## config.mk

```make
export PLATFORM = sky130hd
export DESIGN_NAME = exc_entry_ctrl
export DESIGN_NICKNAME = d
export VERILOG_FILES = /design/src/rtl/exc_pkg.sv /design/src/rtl/exc_arbiter.sv /design/src/rtl/exc_bank.sv /design/src/rtl/exc_entry_ctrl.sv
export SDC_FILE = /design/constraint.sdc
export NUM_CORES = 1
export LEC_CHECK = 0
export BUFFER_PORTS_ARGS = -buffer_cell sky130_fd_sc_hd__buf_2
export CAP_MARGIN = 5
export CORE_MARGIN = 5
export CORE_UTILIZATION = 55
export DETAILED_ROUTE_END_ITERATION = 12
export PLACE_DENSITY_LB_ADDON = 0.3
export SETUP_SLACK_MARGIN = 0.5
export SLEW_MARGIN = 20
export SYNTH_ARGS = -nofsm -noshare
export SYNTH_HDL_FRONTEND = slang
export SYNTH_SLANG_ARGS = --single-unit
export TNS_END_PERCENT = 100
```

## constraint.sdc

```tcl
create_clock -name clk -period 3.1 [get_ports clk]
set_input_delay 0.62 -clock clk [delete_from_list [all_inputs] [get_ports clk]]
set_output_delay 0.62 -clock clk [all_outputs]
set_load 0.01 [all_outputs]
```

## src/rtl/exc_pkg.sv

```systemverilog
package exc_pkg;

    localparam int CODE_W    = 3;
    localparam int NUM_CODES = 1 << CODE_W;
    localparam int NUM_PRI   = 7;
    localparam int NUM_BANKS = 5;
    localparam int BANK_W    = $clog2(NUM_BANKS);

    localparam int BIT_I = 7;
    localparam int BIT_F = 6;
    localparam int BIT_T = 5;

    localparam logic [4:0] MODE_USR = 5'h10;
    localparam logic [4:0] MODE_FIQ = 5'h11;
    localparam logic [4:0] MODE_IRQ = 5'h12;
    localparam logic [4:0] MODE_SVC = 5'h13;
    localparam logic [4:0] MODE_ABT = 5'h17;
    localparam logic [4:0] MODE_UND = 5'h1B;

    // Code value times four is the vector offset.
    typedef enum logic [CODE_W-1:0] {
        EXC_RESET = 3'd0,
        EXC_UNDEF = 3'd1,
        EXC_CALL  = 3'd2,
        EXC_PABT  = 3'd3,
        EXC_DABT  = 3'd4,
        EXC_RSVD  = 3'd5,
        EXC_IRQ   = 3'd6,
        EXC_FIQ   = 3'd7
    } exc_code_e;

    typedef enum logic [0:0] {
        ST_RUN     = 1'b0,
        ST_ENTERED = 1'b1
    } ctl_state_e;

    typedef struct packed {
        logic              hit;
        logic [BANK_W-1:0] idx;
    } bank_sel_t;

    // Rank 0 is the highest priority.
    function automatic exc_code_e pri_code(input int rank);
        case (rank)
            0:       return EXC_RESET;
            1:       return EXC_DABT;
            2:       return EXC_FIQ;
            3:       return EXC_IRQ;
            4:       return EXC_PABT;
            5:       return EXC_UNDEF;
            default: return EXC_CALL;
        endcase
    endfunction

    function automatic logic [4:0] mode_of(input exc_code_e c);
        case (c)
            EXC_FIQ:            return MODE_FIQ;
            EXC_IRQ:            return MODE_IRQ;
            EXC_UNDEF:          return MODE_UND;
            EXC_PABT, EXC_DABT: return MODE_ABT;
            default:            return MODE_SVC;
        endcase
    endfunction

    function automatic bank_sel_t bank_of(input logic [4:0] m);
        bank_sel_t s;
        s.hit = 1'b1;
        case (m)
            MODE_FIQ: s.idx = BANK_W'(0);
            MODE_IRQ: s.idx = BANK_W'(1);
            MODE_SVC: s.idx = BANK_W'(2);
            MODE_ABT: s.idx = BANK_W'(3);
            MODE_UND: s.idx = BANK_W'(4);
            default: begin
                s.hit = 1'b0;
                s.idx = '0;
            end
        endcase
        return s;
    endfunction

endpackage

```

## src/rtl/exc_arbiter.sv

```systemverilog
module exc_arbiter
    import exc_pkg::*;
#(
    parameter int NREQ = NUM_CODES
) (
    input  logic [NREQ-1:0] req_vec,
    output logic            grant_valid,
    output exc_code_e       grant_code,
    output logic [NREQ-1:0] grant_vec
);

    always_comb begin
        grant_valid = 1'b0;
        grant_code  = EXC_RESET;
        for (int r = NUM_PRI - 1; r >= 0; r--) begin
            if (req_vec[pri_code(r)]) begin
                grant_valid = 1'b1;
                grant_code  = pri_code(r);
            end
        end
        grant_vec = grant_valid ? (NREQ'(1) << grant_code) : '0;
    end

endmodule

```

## src/rtl/exc_bank.sv

```systemverilog
module exc_bank
    import exc_pkg::*;
#(
    parameter int XLEN  = 32,
    parameter int NBANK = NUM_BANKS,
    localparam int IW   = $clog2(NBANK)
) (
    input  logic            clk,
    input  logic            rst_n,
    input  logic            wr_en,
    input  logic [IW-1:0]   wr_idx,
    input  logic [XLEN-1:0] wr_status,
    input  logic [XLEN-1:0] wr_link,
    input  logic [IW-1:0]   rd_idx,
    output logic [XLEN-1:0] rd_status,
    output logic [XLEN-1:0] rd_link
);

    logic [XLEN-1:0] st_q [NBANK];
    logic [XLEN-1:0] lk_q [NBANK];

    for (genvar b = 0; b < NBANK; b++) begin : g_bank
        always_ff @(posedge clk or negedge rst_n) begin
            if (!rst_n) begin
                st_q[b] <= '0;
                lk_q[b] <= '0;
            end else if (wr_en && wr_idx == IW'(b)) begin
                st_q[b] <= wr_status;
                lk_q[b] <= wr_link;
            end
        end
    end

    always_comb begin
        rd_status = '0;
        rd_link   = '0;
        for (int b = 0; b < NBANK; b++) begin
            if (rd_idx == IW'(b)) begin
                rd_status = st_q[b];
                rd_link   = lk_q[b];
            end
        end
    end


    bank_index_chk: assert property (@(posedge clk) disable iff (!rst_n)
        wr_en |-> (int'(wr_idx) < NBANK));

endmodule

```

## src/rtl/exc_entry_ctrl.sv

```systemverilog
module exc_entry_ctrl
    import exc_pkg::*;
#(
    parameter int XLEN = 32
) (
    input  logic              clk,
    input  logic              rst_n,
    input  logic              req_reset,
    input  logic              req_dabort,
    input  logic              req_fast,
    input  logic              req_norm,
    input  logic              req_pabort,
    input  logic              req_undef,
    input  logic              req_call,
    input  logic [XLEN-1:0]   cur_pc,
    input  logic              ret_strobe,
    input  logic [XLEN-1:0]   ret_addr,
    input  logic              sw_wr,
    input  logic [XLEN-1:0]   sw_data,
    output logic [XLEN-1:0]   status,
    output logic [XLEN-1:0]   saved_status,
    output logic [XLEN-1:0]   link_reg,
    output logic              pc_load,
    output logic [XLEN-1:0]   pc_target,
    output logic              exc_taken,
    output logic [CODE_W-1:0] exc_code
);

    localparam logic [XLEN-1:0] RESET_STATUS =
        XLEN'({1'b1, 1'b1, 1'b0, MODE_SVC});

    ctl_state_e state_q, state_d;
    logic [XLEN-1:0] status_q, status_d;
    logic [XLEN-1:0] entry_status, link_val, vec_addr;
    logic [XLEN-1:0] bank_rd_status, bank_rd_link;
    logic [NUM_CODES-1:0] req_vec, grant_vec;
    logic exc_go, ret_ok, priv;
    exc_code_e take_code, code_q;
    logic [4:0] tgt_mode;
    bank_sel_t cur_bank, tgt_bank;

    assign priv     = (status_q[4:0] != MODE_USR);
    assign cur_bank = bank_of(status_q[4:0]);

    // Interrupt lines only count while their mask bit is clear.
    always_comb begin
        req_vec            = '0;
        req_vec[EXC_RESET] = req_reset;
        req_vec[EXC_UNDEF] = req_undef;
        req_vec[EXC_CALL]  = req_call;
        req_vec[EXC_PABT]  = req_pabort;
        req_vec[EXC_DABT]  = req_dabort;
        req_vec[EXC_IRQ]   = req_norm & ~status_q[BIT_I];
        req_vec[EXC_FIQ]   = req_fast & ~status_q[BIT_F];
    end

    exc_arbiter #(.NREQ(NUM_CODES)) u_arb (
        .req_vec     (req_vec),
        .grant_valid (exc_go),
        .grant_code  (take_code),
        .grant_vec   (grant_vec)
    );

    assign tgt_mode = mode_of(take_code);
    assign tgt_bank = bank_of(tgt_mode);
    assign link_val = cur_pc + (status_q[BIT_T] ? XLEN'(2) : XLEN'(4));
    assign vec_addr = XLEN'({take_code, 2'b00});
    assign ret_ok   = ret_strobe & cur_bank.hit & ~exc_go;

    always_comb begin
        entry_status        = status_q;
        entry_status[4:0]   = tgt_mode;
        entry_status[BIT_I] = 1'b1;
        entry_status[BIT_T] = 1'b0;
        if (take_code == EXC_FIQ || take_code == EXC_RESET)
            entry_status[BIT_F] = 1'b1;
    end

    exc_bank #(.XLEN(XLEN), .NBANK(NUM_BANKS)) u_bank (
        .clk       (clk),
        .rst_n     (rst_n),
        .wr_en     (exc_go),
        .wr_idx    (tgt_bank.idx),
        .wr_status (status_q),
        .wr_link   (link_val),
        .rd_idx    (cur_bank.idx),
        .rd_status (bank_rd_status),
        .rd_link   (bank_rd_link)
    );

    // Next status: entry over return over software write.
    always_comb begin
        status_d = status_q;
        if (exc_go) begin
            status_d = entry_status;
        end else if (ret_ok) begin
            status_d = bank_rd_status;
        end else if (sw_wr) begin
            status_d[XLEN-1:XLEN-4] = sw_data[XLEN-1:XLEN-4];
            if (priv) status_d[7:0] = sw_data[7:0];
        end
    end

    always_comb begin
        state_d = exc_go ? ST_ENTERED : ST_RUN;
    end

    // State register.
    always_ff @(posedge clk or negedge rst_n) begin
        if (!rst_n) state_q <= ST_RUN;
        else        state_q <= state_d;
    end

    always_ff @(posedge clk or negedge rst_n) begin
        if (!rst_n) begin
            status_q  <= RESET_STATUS;
            pc_load   <= 1'b0;
            pc_target <= '0;
            code_q    <= EXC_RESET;
        end else begin
            status_q <= status_d;
            pc_load  <= exc_go | ret_ok;
            if (exc_go) begin
                pc_target <= vec_addr;
                code_q    <= take_code;
            end else if (ret_ok) begin
                pc_target <= ret_addr;
            end
        end
    end

    // Outputs decoded from the state.
    always_comb begin
        exc_taken = 1'b0;
        unique case (state_q)
            ST_RUN:     exc_taken = 1'b0;
            ST_ENTERED: exc_taken = 1'b1;
        endcase
    end

    assign status       = status_q;
    assign exc_code     = code_q;
    assign saved_status = cur_bank.hit ? bank_rd_status : '0;
    assign link_reg     = cur_bank.hit ? bank_rd_link   : '0;


    one_grant_chk: assert property (@(posedge clk) disable iff (!rst_n)
        $onehot0(grant_vec));


    vector_load_chk: assert property (@(posedge clk) disable iff (!rst_n)
        exc_taken |-> (pc_load && pc_target == XLEN'({exc_code, 2'b00})));


    norm_mask_set_chk: assert property (@(posedge clk) disable iff (!rst_n)
        exc_taken |-> status[BIT_I]);


    saved_copy_chk: assert property (@(posedge clk) disable iff (!rst_n)
        exc_taken |-> saved_status == $past(status));


    state_bit_clear_chk: assert property (@(posedge clk) disable iff (!rst_n)
        exc_taken |-> !status[BIT_T]);


    fast_mask_chk: assert property (@(posedge clk) disable iff (!rst_n)
        (grant_vec[EXC_FIQ] || grant_vec[EXC_IRQ]) |->
            !(grant_vec[EXC_FIQ] ? status[BIT_F] : status[BIT_I]));


    user_ctl_chk: assert property (@(posedge clk) disable iff (!rst_n)
        (status[4:0] == MODE_USR && sw_wr && !exc_go && !ret_strobe)
            |=> status[7:0] == $past(status[7:0]));

endmodule

```

==> results by group <==
CTS
  • TritonCTS clock tree: built
  • Post-CTS Hold Buffers: 0
  • Max Root-Sink Buffers: 3
  • Total CTS buffers: 41
  • H-tree levels: 2
  • Clock-pin slew on the worst setup and hold paths: approximately 0.06 ns
  • TritonCTS Sinks: ~400
  • Root Buffer: clkbuf_16
  • Clock Latency Late Sink: ~0.54 ns

Setup path
  • Critical path endpoint category: output pin
  • Arrival time worst endpoint: around 2.8 ns
  • FF-to-FF path depth: 16
  • WP buf/inv: 4
  • CP Class: flip-flop to output pin
  • Worst r2r src: status[0]
  • Setup crit start kind: flip-flop
  • CP cell instances: buf_4 -> or3b_4 -> nor3b_4 -> buf_6 -> buf_12 -> nand2_1 -> a221oi_2 -> a21oi_1 -> a21oi_2 -> buf_2
  • CP peak stage delay: roughly 0.41 ns
  • Reg-to-reg critical path endpoint: status[22]
  • Critical path peak fanout: 7
  • Cell family with most CP delay: simple AND/OR/NAND/NOR gates
  • CP max-delay cell: or3b_4
  • CP required: roughly 2.5 ns
  • Crit path from: status[0]
  • Flop2flop setup slack: -0.06 ns

Logic synthesis
  • Synth Area in XOR/XNOR: 0.01481
  • Post-Synth Simple-Gate Area: 0.09852
  • Synth Area in Adders: 0.005924
  • Synthesized Nets: 1723
  • Yosys cell types: 65
  • Synthesis Warnings: 0
  • Compound-Gate Fraction of Synth Area: 0.1492
  • Post-synth ARST share: 1.000
  • Top_reg_cell synth: dfrtp_1
  • Post-synthesis sequential area ratio: 0.5490
  • Register bit total from synthesis: between 300 and 400
  • Synth Cell Area: approximately 18000 µm²
  • Syn_area_per_cell: between 10 and 15 µm²
  • Multiplexer area fraction after synthesis: 0.1504
  • Largest family of logic cells by synthesized area: multiplexers
  • Gate Count Post-Synth: 1609
  • Number of synthesized flops with an enable pin: 0

Timing
  • Final min period: approximately 3.4 ns
  • Worst-margin pin slew: between 0.6 and 0.7 ns
  • Final WS setup: -0.2846 ns
  • Final Hold Slack: ~0.075 ns
  • RSZ-0062 raised after global routing: true
  • Period utilisation layout: 1.092
  • Final hold vios: 0
  • Clock skew: between 0.015 and 0.02 ns
  • Maximum clock rate: ~300 MHz
  • Max-slew violation count: 0
  • Slew HR: 0.5962
  • Setup violators final: between 60 and 70

Job
  • Max-cap viol count: 0

Floorplanning
  • IO Pins: 240
  • Initial core utilization: 0.5594
  • Die height: ~190 µm
  • Die Width: approximately 190 µm
  • Die Footprint: between 30000 and 40000 µm²
  • Core Region: about 32000 µm²
  • Row count: 65

Worst hold path
  • Hold crit path type: primary input to async pin

Placed design
  • RePlAce Congestion: ~0.86
  • Dpl hpwl: 30790 µm
  • Buffers on Ports: roughly 220

Final layout
  • Layout cells sized above 1: 0.4122
  • Area delta synth->final: 29.96%
  • Final nets: 2035
  • Filler cell count: between 2000 and 2500
  • Most frequent cells in the layout: dfrtp_1 (381), buf_2 (217), nand2_1 (190)
  • Most common cell after layout, fill and taps aside: dfrtp_1
  • Fin util: 0.7269

Drt
  • Vias per cell: 6.139
  • Routed vias: ~14000
  • DRT Pass-1 Iters: 7
  • ANT nets after route: 0
  • Drt initial violations: around 1100
  • Routed WL: around 54000 µm
  • Avg WL per Cell: about 23 µm
  • DR DRC count: 0

Power and ir drop
  • P per Cell Area: roughly 600 nW/µm²
  • VDD IR max: 0.0004622 V
  • P_leak: 10.72 nW

Global route
  • Gr usage total: 0.2713
  • Global route overflow: 0
  • Number of global-route vias before repair: between 10000 and 15000
  • First-pass GRT wire length: approximately 79000 µm
  • Initial antenna violation count: 2
  • Largest net degree at the start of global routing: slightly above 90

Outcome
  • Failing checks: setup timing
  • Outcome: finished with violations
[what timing repair did]
action                                  4_1_cts  5_1_grt
endpoints found under the setup margin      222      248
gates resized for setup                      37      193
gates cloned                                  6       11
pin swaps                                    19       54
buffers inserted                             48       33
[layer usage]
metal / wire length (µm) / share of wire / up-vias / GRT usage
met5: 7 / 0.00013 / - / 0
li1: - / - / 6396 / -
met4: 2110 / 0.039 / 2 / 0.07540
met3: 3984 / 0.074 / 154 / 0.05321
met1: 21740 / 0.40 / 7271 / 0.3650
met2: 25990 / 0.48 / 641 / 0.4549
[worst register-to-register path: cells and delay by family (launching register included)]
kind	cells	cell delay (ns)
buf+inv	11	1.18
flops	1	0.56
compound gates	2	0.45
fa+ha+maj	1	0.31
simple gates	1	0.27
mux	1	0.25
[registers in the layout, indices dropped and copies added (netlist names)]
signal / count
u_bank.lk_q: 160
status: 32
state_q: 1
pc_target: 32
u_bank.st_q: 160
exc_code: 3
pc_load: 1
[how the worst max path moves through the flow]
stage | endpoint | slack, ns | depth (start not counted)
detailed placement | link_reg[3] | 0.14 | 8
finish | link_reg[9] | -0.28 | 10
CTS | link_reg[3] | -0.23 | 9
global route | link_reg[9] | -0.38 | 10
floorplan | link_reg[11] | 0.45 | 7
global placement | link_reg[3] | 0.18 | 8
[report_power, final]
part           total (mW)  internal, mW  leakage, nW  switching, mW
clock network        5.03          3.01        0.689           2.01
registers            6.19          5.76         4.90          0.433
logic                2.57          1.22         5.13           1.35
total                13.8          9.99         10.7           3.79
[through the flow]
| stage | area, µm² | worst slack, ns | cells | power, mW | setup TNS [ns] |
|---|---|---|---|---|---|
| 4_1_cts | 21830 | -0.2313 | 2311 | 13.47 | -10.25 |
| 2_1_floorplan | 17850 | 0.4505 | 1609 | 7.484 | 0 |
| 3_5_place_dp | 19760 | 0.1431 | 2182 | 8.385 | 0 |
| 6_report | 23060 | -0.2846 | 2356 | 13.79 | -10.43 |
| 3_3_place_gp | 19760 | 0.1843 | 2182 | 8.271 | 0 |
| 5_1_grt | 23050 | -0.3782 | 2355 | 14.36 | -16.03 |
[layout make-up]
cell class / instances / area [µm²] / share of cell area
flip-flops and latches: 389 / 9747 / 0.4227
well taps: 402 / 503.0 / 0.02181
multi-input cells: 1091 / 8158 / 0.3538
clock buffers: 65 / 1286 / 0.05578
clock inverters: 10 / 112.6 / 0.004884
diodes: 1 / 2.502 / 0.0001085
inverters: 11 / 41.29 / 0.001791
repair buffers: 387 / 3207 / 0.1391
[synthesized netlist by cell type (10+ instances only)]
library cell,count,share of area
a21oi_1,108,0.030
buf_2,59,0.017
xnor2_1,10,0.0049
and2_1,20,0.0071
a222oi_1,16,0.0090
o21ai_0,194,0.055
a22o_1,30,0.015
clkbuf_1,50,0.011
mux2_2,221,0.14
nand3_1,19,0.0054
mux2i_1,18,0.010
dfrtp_1,384,0.54
xor2_1,20,0.0099
nand2_1,198,0.042
a221o_1,31,0.017
nor2_1,96,0.020
[cells by family after synthesis]
group | Yosys count
fa+ha+maj | 8
mux | 239
compound gates | 426
xor+xnor | 30
flops | 389
simple gates | 388
buf+inv | 129
Power figures use the tool's default switching activity.
